$ cat config.mk
export PLATFORM = sky130hd
export DESIGN_NAME = wdog_steer_top
export DESIGN_NICKNAME = d
export VERILOG_FILES = /design/src/rtl/wdog_pkg.sv /design/src/rtl/wdog_decode.sv /design/src/rtl/wdog_cfg.sv /design/src/rtl/wdog_count.sv /design/src/rtl/wdog_resp.sv /design/src/rtl/wdog_steer_top.sv
export SDC_FILE = /design/constraint.sdc
export NUM_CORES = 1
export LEC_CHECK = 0
export ABC_AREA = 1
export CAP_MARGIN = 0
export CORE_ASPECT_RATIO = 1.5
export CORE_MARGIN = 3
export CORE_UTILIZATION = 60
export CTS_BUF_LIST = sky130_fd_sc_hd__clkbuf_8 sky130_fd_sc_hd__clkbuf_16
export DETAILED_ROUTE_END_ITERATION = 8
export DONT_BUFFER_PORTS = 1
export HOLD_SLACK_MARGIN = 0.08
export PLACE_DENSITY = 0.84
export SETUP_SLACK_MARGIN = 0.4
export SYNTH_ARGS = -nofsm -noshare
export SYNTH_HDL_FRONTEND = slang
export SYNTH_SLANG_ARGS = --single-unit
$ cat constraint.sdc
create_clock -name clk -period 2.95 [get_ports clk]
set_clock_uncertainty 0.05 [all_clocks]
set_input_delay 0 -clock clk [delete_from_list [all_inputs] [get_ports clk]]
set_output_delay 0 -clock clk [all_outputs]
set_load 0.005 [all_outputs]
$ cat src/rtl/wdog_pkg.sv
// Shared types for the steered watchdog.
// Assumes: one expiry event per cycle at most.
package wdog_pkg;

    // Expiry event handed from the counter path to the response logic.
    typedef struct packed {
        logic fire;      // countdown completed this cycle
        logic to_reset;  // steering bit chose the reset response
    } wdog_evt_t;

    // Origin of a restart in a given cycle.
    typedef enum logic [1:0] {
        RS_NONE  = 2'd0,
        RS_WRITE = 2'd1,
        RS_READ  = 2'd2
    } wdog_restart_t;

endpackage

$ cat src/rtl/wdog_decode.sv
// Turns a configuration byte into a tick count: 4^res * mult.
// Assumes: res sits in the low RES_W bits, mult directly above it.
module wdog_decode #(
    parameter int RES_W = 2,
    parameter int MUL_W = 5,
    parameter int REG_W = 8
) (
    input  logic [REG_W-1:0] cfg,
    output logic [MUL_W + 2*((1<<RES_W)-1) - 1:0] load_val,
    output logic             nonzero
);
    localparam int NRES  = 1 << RES_W;
    localparam int CNT_W = MUL_W + 2*(NRES-1);

    logic [RES_W-1:0] res;
    logic [MUL_W-1:0] mult;
    logic [CNT_W-1:0] opt [NRES];

    // Split the byte into its fields.
    assign res     = cfg[RES_W-1:0];
    assign mult    = cfg[RES_W+MUL_W-1:RES_W];
    assign nonzero = |cfg;

    // One pre-shifted candidate per resolution code.
    for (genvar r = 0; r < NRES; r++) begin : g_res
        assign opt[r] = CNT_W'(mult) << (2*r);
    end

    // Pick the candidate for the current resolution code.
    always_comb begin
        load_val = opt[res];
    end

endmodule

$ cat src/rtl/wdog_cfg.sv
// Holds the configuration byte and the century bit.
// Assumes: a write and a steered clear never meet (the counter gives restarts priority).
module wdog_cfg #(
    parameter int REG_W = 8
) (
    input  logic             clk,
    input  logic             rst_n,
    input  logic             wr,
    input  logic [REG_W-1:0] wdata,
    input  logic             wipe,
    input  logic             cent_wr,
    input  logic             cent_wdata,
    output logic [REG_W-1:0] cfg_q,
    output logic             cent_q
);

    // Configuration byte: written by software, wiped on a reset-steered expiry.
    always_ff @(posedge clk) begin
        if (!rst_n)     cfg_q <= '0;
        else if (wr)    cfg_q <= wdata;
        else if (wipe)  cfg_q <= '0;
    end

    // Century bit: the wipe wins over a same-cycle write.
    always_ff @(posedge clk) begin
        if (!rst_n)       cent_q <= 1'b0;
        else if (wipe)    cent_q <= 1'b0;
        else if (cent_wr) cent_q <= cent_wdata;
    end

endmodule

$ cat src/rtl/wdog_count.sv
// Down-counter in 16 Hz ticks; flags completion and then idles.
// Assumes: tick is a one-cycle strobe; a restart has priority over expiry.
module wdog_count #(
    parameter int CNT_W = 11
) (
    input  logic             clk,
    input  logic             rst_n,
    input  logic             tick,
    input  logic             restart,
    input  logic             arm,
    input  logic [CNT_W-1:0] load_val,
    output logic             expire,
    output logic             active
);
    logic [CNT_W-1:0] cnt;

    // Completion: armed, ticking, one or fewer ticks left, no restart.
    assign expire = active && tick && !restart && (cnt <= CNT_W'(1));

    // Load on restart, stop on completion, otherwise count ticks down.
    always_ff @(posedge clk) begin
        if (!rst_n) begin
            active <= 1'b0;
            cnt    <= '0;
        end else if (restart) begin
            active <= arm;
            cnt    <= load_val;
        end else if (expire) begin
            active <= 1'b0;
        end else if (tick && active) begin
            cnt <= cnt - CNT_W'(1);
        end
    end

endmodule

$ cat src/rtl/wdog_resp.sv
// Sticky expiry flag and the steered one-cycle responses.
// Assumes: restart and expiry are never both high.
module wdog_resp
    import wdog_pkg::*;
(
    input  logic      clk,
    input  logic      rst_n,
    input  logic      restart,
    input  wdog_evt_t evt,
    output logic      flag,
    output logic      rst_req,
    output logic      irq
);

    // Expiry flag: cleared by each restart, set by expiry.
    always_ff @(posedge clk) begin
        if (!rst_n)        flag <= 1'b0;
        else if (restart)  flag <= 1'b0;
        else if (evt.fire) flag <= 1'b1;
    end

    // Steered pulses, one cycle each.
    always_ff @(posedge clk) begin
        if (!rst_n) begin
            rst_req <= 1'b0;
            irq     <= 1'b0;
        end else begin
            rst_req <= evt.fire && evt.to_reset;
            irq     <= evt.fire && !evt.to_reset;
        end
    end

endmodule

$ cat src/rtl/wdog_steer_top.sv
// Byte-programmed watchdog: decode, count, respond, steer.
// Assumes: strobes are synchronous one-cycle pulses; tick16 comes from outside.
module wdog_steer_top
    import wdog_pkg::*;
#(
    parameter int RES_W = 2,
    parameter int MUL_W = 5,
    parameter int REG_W = 8
) (
    input  logic             clk,
    input  logic             rst_n,
    input  logic             tick16,
    input  logic             cfg_wr,
    input  logic [REG_W-1:0] cfg_wdata,
    input  logic             cfg_rd,
    output logic [REG_W-1:0] cfg_rdata,
    input  logic             flags_wr,
    input  logic [REG_W-1:0] flags_wdata,
    output logic [REG_W-1:0] flags_rdata,
    input  logic             cent_wr,
    input  logic             cent_wdata,
    output logic             cent_bit,
    output logic             rst_req,
    output logic             irq
);
    localparam int NRES  = 1 << RES_W;
    localparam int CNT_W = MUL_W + 2*(NRES-1);

    wdog_restart_t    rs_src;
    logic             restart;
    logic [REG_W-1:0] cfg_q;
    logic [REG_W-1:0] load_byte;
    logic [CNT_W-1:0] load_val;
    logic             arm;
    logic             expire;
    logic             active;
    logic             flag;
    wdog_evt_t        evt;
    logic             unused_flags_port;

    // The flags byte is read-only; its write port is deliberately dropped.
    assign unused_flags_port = ^{flags_wr, flags_wdata, active};

    // Classify this cycle's restart; a write takes precedence over a read.
    always_comb begin
        if (cfg_wr)      rs_src = RS_WRITE;
        else if (cfg_rd) rs_src = RS_READ;
        else             rs_src = RS_NONE;
    end
    assign restart   = (rs_src != RS_NONE);
    assign load_byte = (rs_src == RS_WRITE) ? cfg_wdata : cfg_q;

    // Build the expiry event with the steering bit of the stored byte.
    assign evt.fire     = expire;
    assign evt.to_reset = cfg_q[REG_W-1];

    wdog_cfg #(.REG_W(REG_W)) cfg_i (
        .clk(clk), .rst_n(rst_n),
        .wr(cfg_wr), .wdata(cfg_wdata),
        .wipe(evt.fire && evt.to_reset),
        .cent_wr(cent_wr), .cent_wdata(cent_wdata),
        .cfg_q(cfg_q), .cent_q(cent_bit)
    );

    wdog_decode #(.RES_W(RES_W), .MUL_W(MUL_W), .REG_W(REG_W)) dec_i (
        .cfg(load_byte), .load_val(load_val), .nonzero(arm)
    );

    wdog_count #(.CNT_W(CNT_W)) cnt_i (
        .clk(clk), .rst_n(rst_n), .tick(tick16),
        .restart(restart), .arm(arm), .load_val(load_val),
        .expire(expire), .active(active)
    );

    wdog_resp resp_i (
        .clk(clk), .rst_n(rst_n), .restart(restart), .evt(evt),
        .flag(flag), .rst_req(rst_req), .irq(irq)
    );

    // Present the stored byte and the flags byte.
    assign cfg_rdata   = cfg_q;
    assign flags_rdata = {flag, {(REG_W-1){1'b0}}};

endmodule

-- Yosys cells after proc, flatten, opt, wreduce, memory -nomap -nowiden
Index checks and enable logic that the tools add are counted.
- magnitude comparators: 2
- $add $sub $neg: 1
- bitwise gates (word level): 2
- muxes and demuxes: 13
- reductions and logical operators: 15
- equality and inequality tests: 2
- operators by type and width (cell ; count):
    11-bit 2-to-1 mux ; 5
    8-bit 2-to-1 mux ; 3
    11-bit binary-select mux with 2-bit select ; 1
    11-bit by 1-bit <= comparator with 1-bit output, second input constant ; 1
    11-bit by 1-bit subtractor with 11-bit output, second input constant ; 1
    2-bit nonzero test ; 4
    8-bit OR reduction ; 1
    1-bit logical AND ; 5
    2-bit 2-to-1 mux ; 2
    2-bit OR reduction ; 2
    3-bit >= comparator, second input constant ; 1
    2-bit NOT with 3-bit output ; 1
    2-bit by 1-bit equality test with 1-bit output, second input constant ; 1
    1-bit logical NOT ; 2
    1-bit 2-to-1 mux ; 2
    2-bit by 1-bit inequality test with 1-bit output, second input constant ; 1
    2-bit AND reduction ; 1
    1-bit NOT ; 1
- register bits after elaboration: 24
- word-level logic and storage cells: 42

-- Logic depth before layout (Yosys ltp)
- depth after elaboration: 9
- mapped depth: 11
- gate-level depth less buffers: 10

-- Modules after synthesis
Synthesis repeated with hierarchy kept, for this count alone.
- cell total of the unflattened synthesis: 272
- area total of the unflattened synthesis: 1720.4 um^2
- by module, submodules not included (module ; cells each ; sequential area each (um^2) ; instances ; area an instance (um^2)):
    wdog_count ; 142 ; 240.2 ; 1 ; 929.6
    wdog_cfg ; 41 ; 180.2 ; 1 ; 337.8
    wdog_steer_top ; 38 ; 0.0 ; 1 ; 182.7
    wdog_decode ; 40 ; 0.0 ; 1 ; 180.2
    wdog_resp ; 11 ; 60.1 ; 1 ; 90.1

-- Least setup slack after synthesis
OpenSTA, ideal clock, no wires.
- kind: flip-flop to flip-flop
- start point: reg cnt_i.cnt[1]
- end point: reg cnt_i.cnt[10]
- path slack: 1598 ps
- cell stages (with the launch flop): 10
- data required time: 2787 ps
- library setup time: 113 ps
- data arrival time: 1189 ps
- period minus slack after synthesis: 1352 ps
- path through: dfxtp_1 > inv_1 > ha_1 > nand4_1 > nand2_4 > nand2_4 > nand2_8 > buf_12 > nor2_1 > nor2_1
- cells in the longest elaborated chain, start to end: 4
- ends and longest elaborated chain (what ; line ; text):
    start, declared ; wdog_count.sv:15 ; logic [CNT_W-1:0] cnt;
    start signal, assigned ; wdog_count.sv:27 ; cnt <= load_val;
    start signal, assigned ; wdog_count.sv:31 ; cnt <= cnt - CNT_W'(1);
    11-bit by 1-bit subtractor with 11-bit output / 11-bit by 1-bit <= comparator with 1-bit output (equally long branches) ; wdog_count.sv:31, wdog_count.sv:18 ;
    11-bit 2-to-1 mux / 1-bit logical AND (equally long branches) ; wdog_count.sv:30, wdog_count.sv:18 ;
    11-bit 2-to-1 mux / 2-bit by 1-bit inequality test with 1-bit output (equally long branches) ; n/a ;
    11-bit 2-to-1 mux / 2-bit AND reduction (equally long branches) ; n/a ;
Several ways; a longest one is shown, not always the timed one. The select of a mux whose other input is x is not followed.
A chain may end at the register's enable or synchronous reset.

-- Worst setup path in the final report
- start point: in cfg_wr
- end point: reg cnt_i.cnt[9]
- cells in the longest elaborated chain, start to end: 8
- ends and longest elaborated chain (what ; line ; text):
    start, declared ; wdog_steer_top.sv:13 ; input logic cfg_wr,
    2-bit 2-to-1 mux (*) ; wdog_steer_top.sv:46 ; if (cfg_wr) rs_src = RS_WRITE;
    2-bit by 1-bit equality test with 1-bit output ; wdog_steer_top.sv:51 ; assign load_byte = (rs_src == RS_WRITE) ? cfg_wdata : cfg_q;
    8-bit 2-to-1 mux ; wdog_steer_top.sv:51 ;
    2-bit NOT with 3-bit output (implied by the code) ; wdog_decode.sv:31 ; load_val = opt[res];
    11-bit binary-select mux with 2-bit select ; wdog_decode.sv:31 ;
    11-bit 2-to-1 mux (implied by the code) (2 in series) ; wdog_decode.sv:31 ;
    11-bit 2-to-1 mux ; wdog_count.sv:25 ; end else if (restart) begin
Every way passes the cells marked *; elsewhere a longest branch is shown, timed or not. The select of a mux whose other input is x is not followed.

==> out/results.tsv <==
stage	metric	value	unit
floorplanning	die-area	3310	um^2
run	max_cap_violations	0	
routing	firstDrtPassIters	4	
sta	worst_slack	0.9337	ns
sta	rsz0062_at_grt	no	
floorplanning	fp.dieW	47.99	um
cells_and_area	design_area	1724	um^2
synth	postSynthAreaPerCell	6.126	um^2
worst_setup_path	crit_path_start_kind	input pin	
sta	post-route-period-util	68.35	%
power_and_ir_drop	pwr-share-seq	43.7	%
sta	finalMaxSlewViolations	0	
routing	wl_per_cell	13.77	um
power_and_ir_drop	p_clk_share	27.6	%
power_and_ir_drop	power_leakage	0.9222	nW
cells_and_area	finalNetCount	296	
synth	ys_types	27	
cts	cts_tree	built	
power_and_ir_drop	share_comb_of_total_power	28.7	%
worst_setup_path	worst-path-max-fanout	12	
worst_hold_path	hold_depth	5	
worst_hold_path	min_path_type	input pin to flop	
synth	async_flop_share	0	%
routing	drcViolationCount	0	
power_and_ir_drop	vdd_ir_drop_max	390.7	uV
global_routing	grt_pass1_wl	6.644	mm
cells_and_area	n_antenna_cell	0	
power_and_ir_drop	switchingPower	0.2921	mW
synth	synthCells	259	
worst_setup_path	path_class	input pin to flop	
sta	setup_viol	0	
placement	placed_area	1539	um^2
synth	synth-seq-cells	24	
worst_setup_path	cp-end-kind	flop	
placement	dpl_worst_slack	1.436	ns
floorplanning	rows	22	
cells_and_area	fin_cells	293	
floorplanning	core-area	2477	um^2
synth	syn_area	1587	um^2
cts	post_cts.repair.setup_buffers	0	
worst_setup_path	r2r_cells	8	
cts	cts_sinks	24	
global_routing	overflow	0	
routing	via_per_inst	5.529	
power_and_ir_drop	p_int	0.5489	mW
global_routing	track_usage	27.73	%
power_and_ir_drop	power_density	487.8	nW/um^2
synth	synth-seq-area-share	30.28	%
power_and_ir_drop	switching_share	34.73	%
placement	post-dp-hpwl	2.705	mm
cts	clkLatencyLatePin	0.27	ns
cells_and_area	final_util	69.60	%
sta	period_minus_slack	2.016	ns
placement	place.gp.congestion	0.9133	
synth	synth-edff-count	0	
placement	portBuffers	0	
sta	hold_violations	0	
global_routing	grt_max_degree	21	
global_routing	grt_pass1_vias	1544	
cts	path_clk_slew	0.09	ns
sta	fmax	0.4960	GHz
sta	worstMarginPinSlew	0.7803	ns
synth	synthFlopType	dfxtp_1	
sta	setup_tns	0	ns
routing	ant_nets	0	
worst_setup_path	worstPathArrival	2.18	ns
routing	drt-initial-drc-count	105	
synth	yosys_warnings	0	
routing	vias	1620	
floorplanning	dieHeight	68.98	um
placement	dp_cells	276	
worst_setup_path	crit_required	3.11	ns
global_routing	antenna_found_initial	0	
cells_and_area	drive_gt1_share	7.063	%
floorplanning	pin_count	43	
cts	root_buffer	clkbuf_8	
routing	routed_wl	4.036	mm
floorplanning	start_util	64.04	%
outcome	status	finished, final reports clean	
sta	maxSlewHeadroom	47.81	%
cts	h-tree-depth	1	
cts	cts_buffer_depth	2	
cells_and_area	syn2layout_area_growth	8.675	%
cts	cts_buffers	3	
-- metrics by stage --
step | hold slack (ns) | power (mW)
finish | 0.08026 | 0.8410
global route | 0.1272 | 0.8932
CTS | 0.08330 | 0.8332
detailed placement | 0.07649 | 0.5880
global placement | 0.07329 | 0.5814
floorplan | 0.1968 | 0.5619
-- sequential cells by signal (all words and copies together), names as in the netlist --
name	cells
cfg_i.cent_q	1
cfg_i.cfg_q	8
cnt_i.active	1
cnt_i.cnt	11
resp_i.flag	1
resp_i.irq	1
resp_i.rst_req	1
-- cell usage after synthesis, drive strengths merged (2+ instances only) --
master | instances | area (um^2)
nand4 | 3 | 18.77
dfxtp | 24 | 480.5
o21ai | 9 | 45.04
buf | 12 | 96.33
a21oi | 8 | 43.79
inv | 38 | 142.6
nand3 | 32 | 160.2
nor3 | 5 | 36.29
nor2 | 43 | 176.4
nand2 | 78 | 329.1
ha | 2 | 25.02
-- power by group through the flow --
stage,sequential [mW],combinational [mW],clock (mW)
4_1_cts,0.367,0.237,0.230
2_1_floorplan,0.369,0.193,0
5_1_grt,0.370,0.276,0.248
3_5_place_dp,0.374,0.214,0
3_3_place_gp,0.374,0.208,0
6_report,0.367,0.242,0.232
-- layout make-up --
class                      count  area (um^2)
clock buffer                   4        55.05
fill                         204        753.2
inverter                      38        142.6
multi-input combinational    190        885.9
sequential                    24        480.5
tap                           24        30.03
timing repair buffer          13        130.1
-- final timing paths --
| check | startpoint | to | slack, ns |
|---|---|---|---|
| worst min-delay path | cfg_wr | cfg_i.cfg_q[2] | 0.08 |
| worst min register to register | cfg_i.cfg_q[7] | resp_i.irq | 0.47 |
| worst max register to register | cnt_i.cnt[1] | cfg_i.cfg_q[0] | 1.40 |
| worst max-delay path | cfg_wr | cnt_i.cnt[9] | 0.93 |
-- cells in the final DEF, fill, tap and decap left out, types with 2 or more instances in the layout --
cell / instances
clkbuf_8: 4
nand2_2: 2
inv_2: 3
conb_1: 7
a21oi_1: 7
dlygate4sd3_1: 13
nand4_1: 3
nand3_1: 32
nand2_1: 73
dfxtp_1: 24
nor2_2: 3
ha_1: 2
nand2_4: 2
nor2_1: 39
o21ai_0: 9
nor3_1: 4
inv_1: 35
-- repair_timing --
action,CTS,global route
hold endpoints to repair,24,0
gates resized for setup,0,0
endpoints found under the setup margin,0,0
hold buffers,13,0
-- critical path: stages --
cell and delay [ns]:
dlygate4sd3_1 0.72, nor2_2 0.47, dlygate4sd3_1 0.71, nand3_1 0.09, nand2_1 0.06, nor2_1 0.04, nor2_1 0.09
-- cells by family (layout without fill, tap and decap cells) --
family	Yosys count	count (layout)	share of synthesized area [%]
flip-flops	24	24	30.28
AO/OA/AOI/OAI	17	17	5.599
buffers and inverters	51	55	15.30
other	1	7	0.2364
multiplexers	1	1	0.7097
AND/OR/NAND/NOR	163	163	46.29
adder cells (fa/ha/maj)	2	2	1.577
-- metal layers --
| metal | routed length [um] | up-vias | track usage, % |
|---|---|---|---|
| met5 | 0 | - | 0 |
| met4 | 161 | 0 | 13.13 |
| met3 | 231 | 19 | 4.416 |
| met2 | 2124 | 71 | 47.02 |
| met1 | 1518 | 723 | 32.54 |
| li1 | - | 807 | - |
Note: power is estimated with default switching activity, not from simulation.
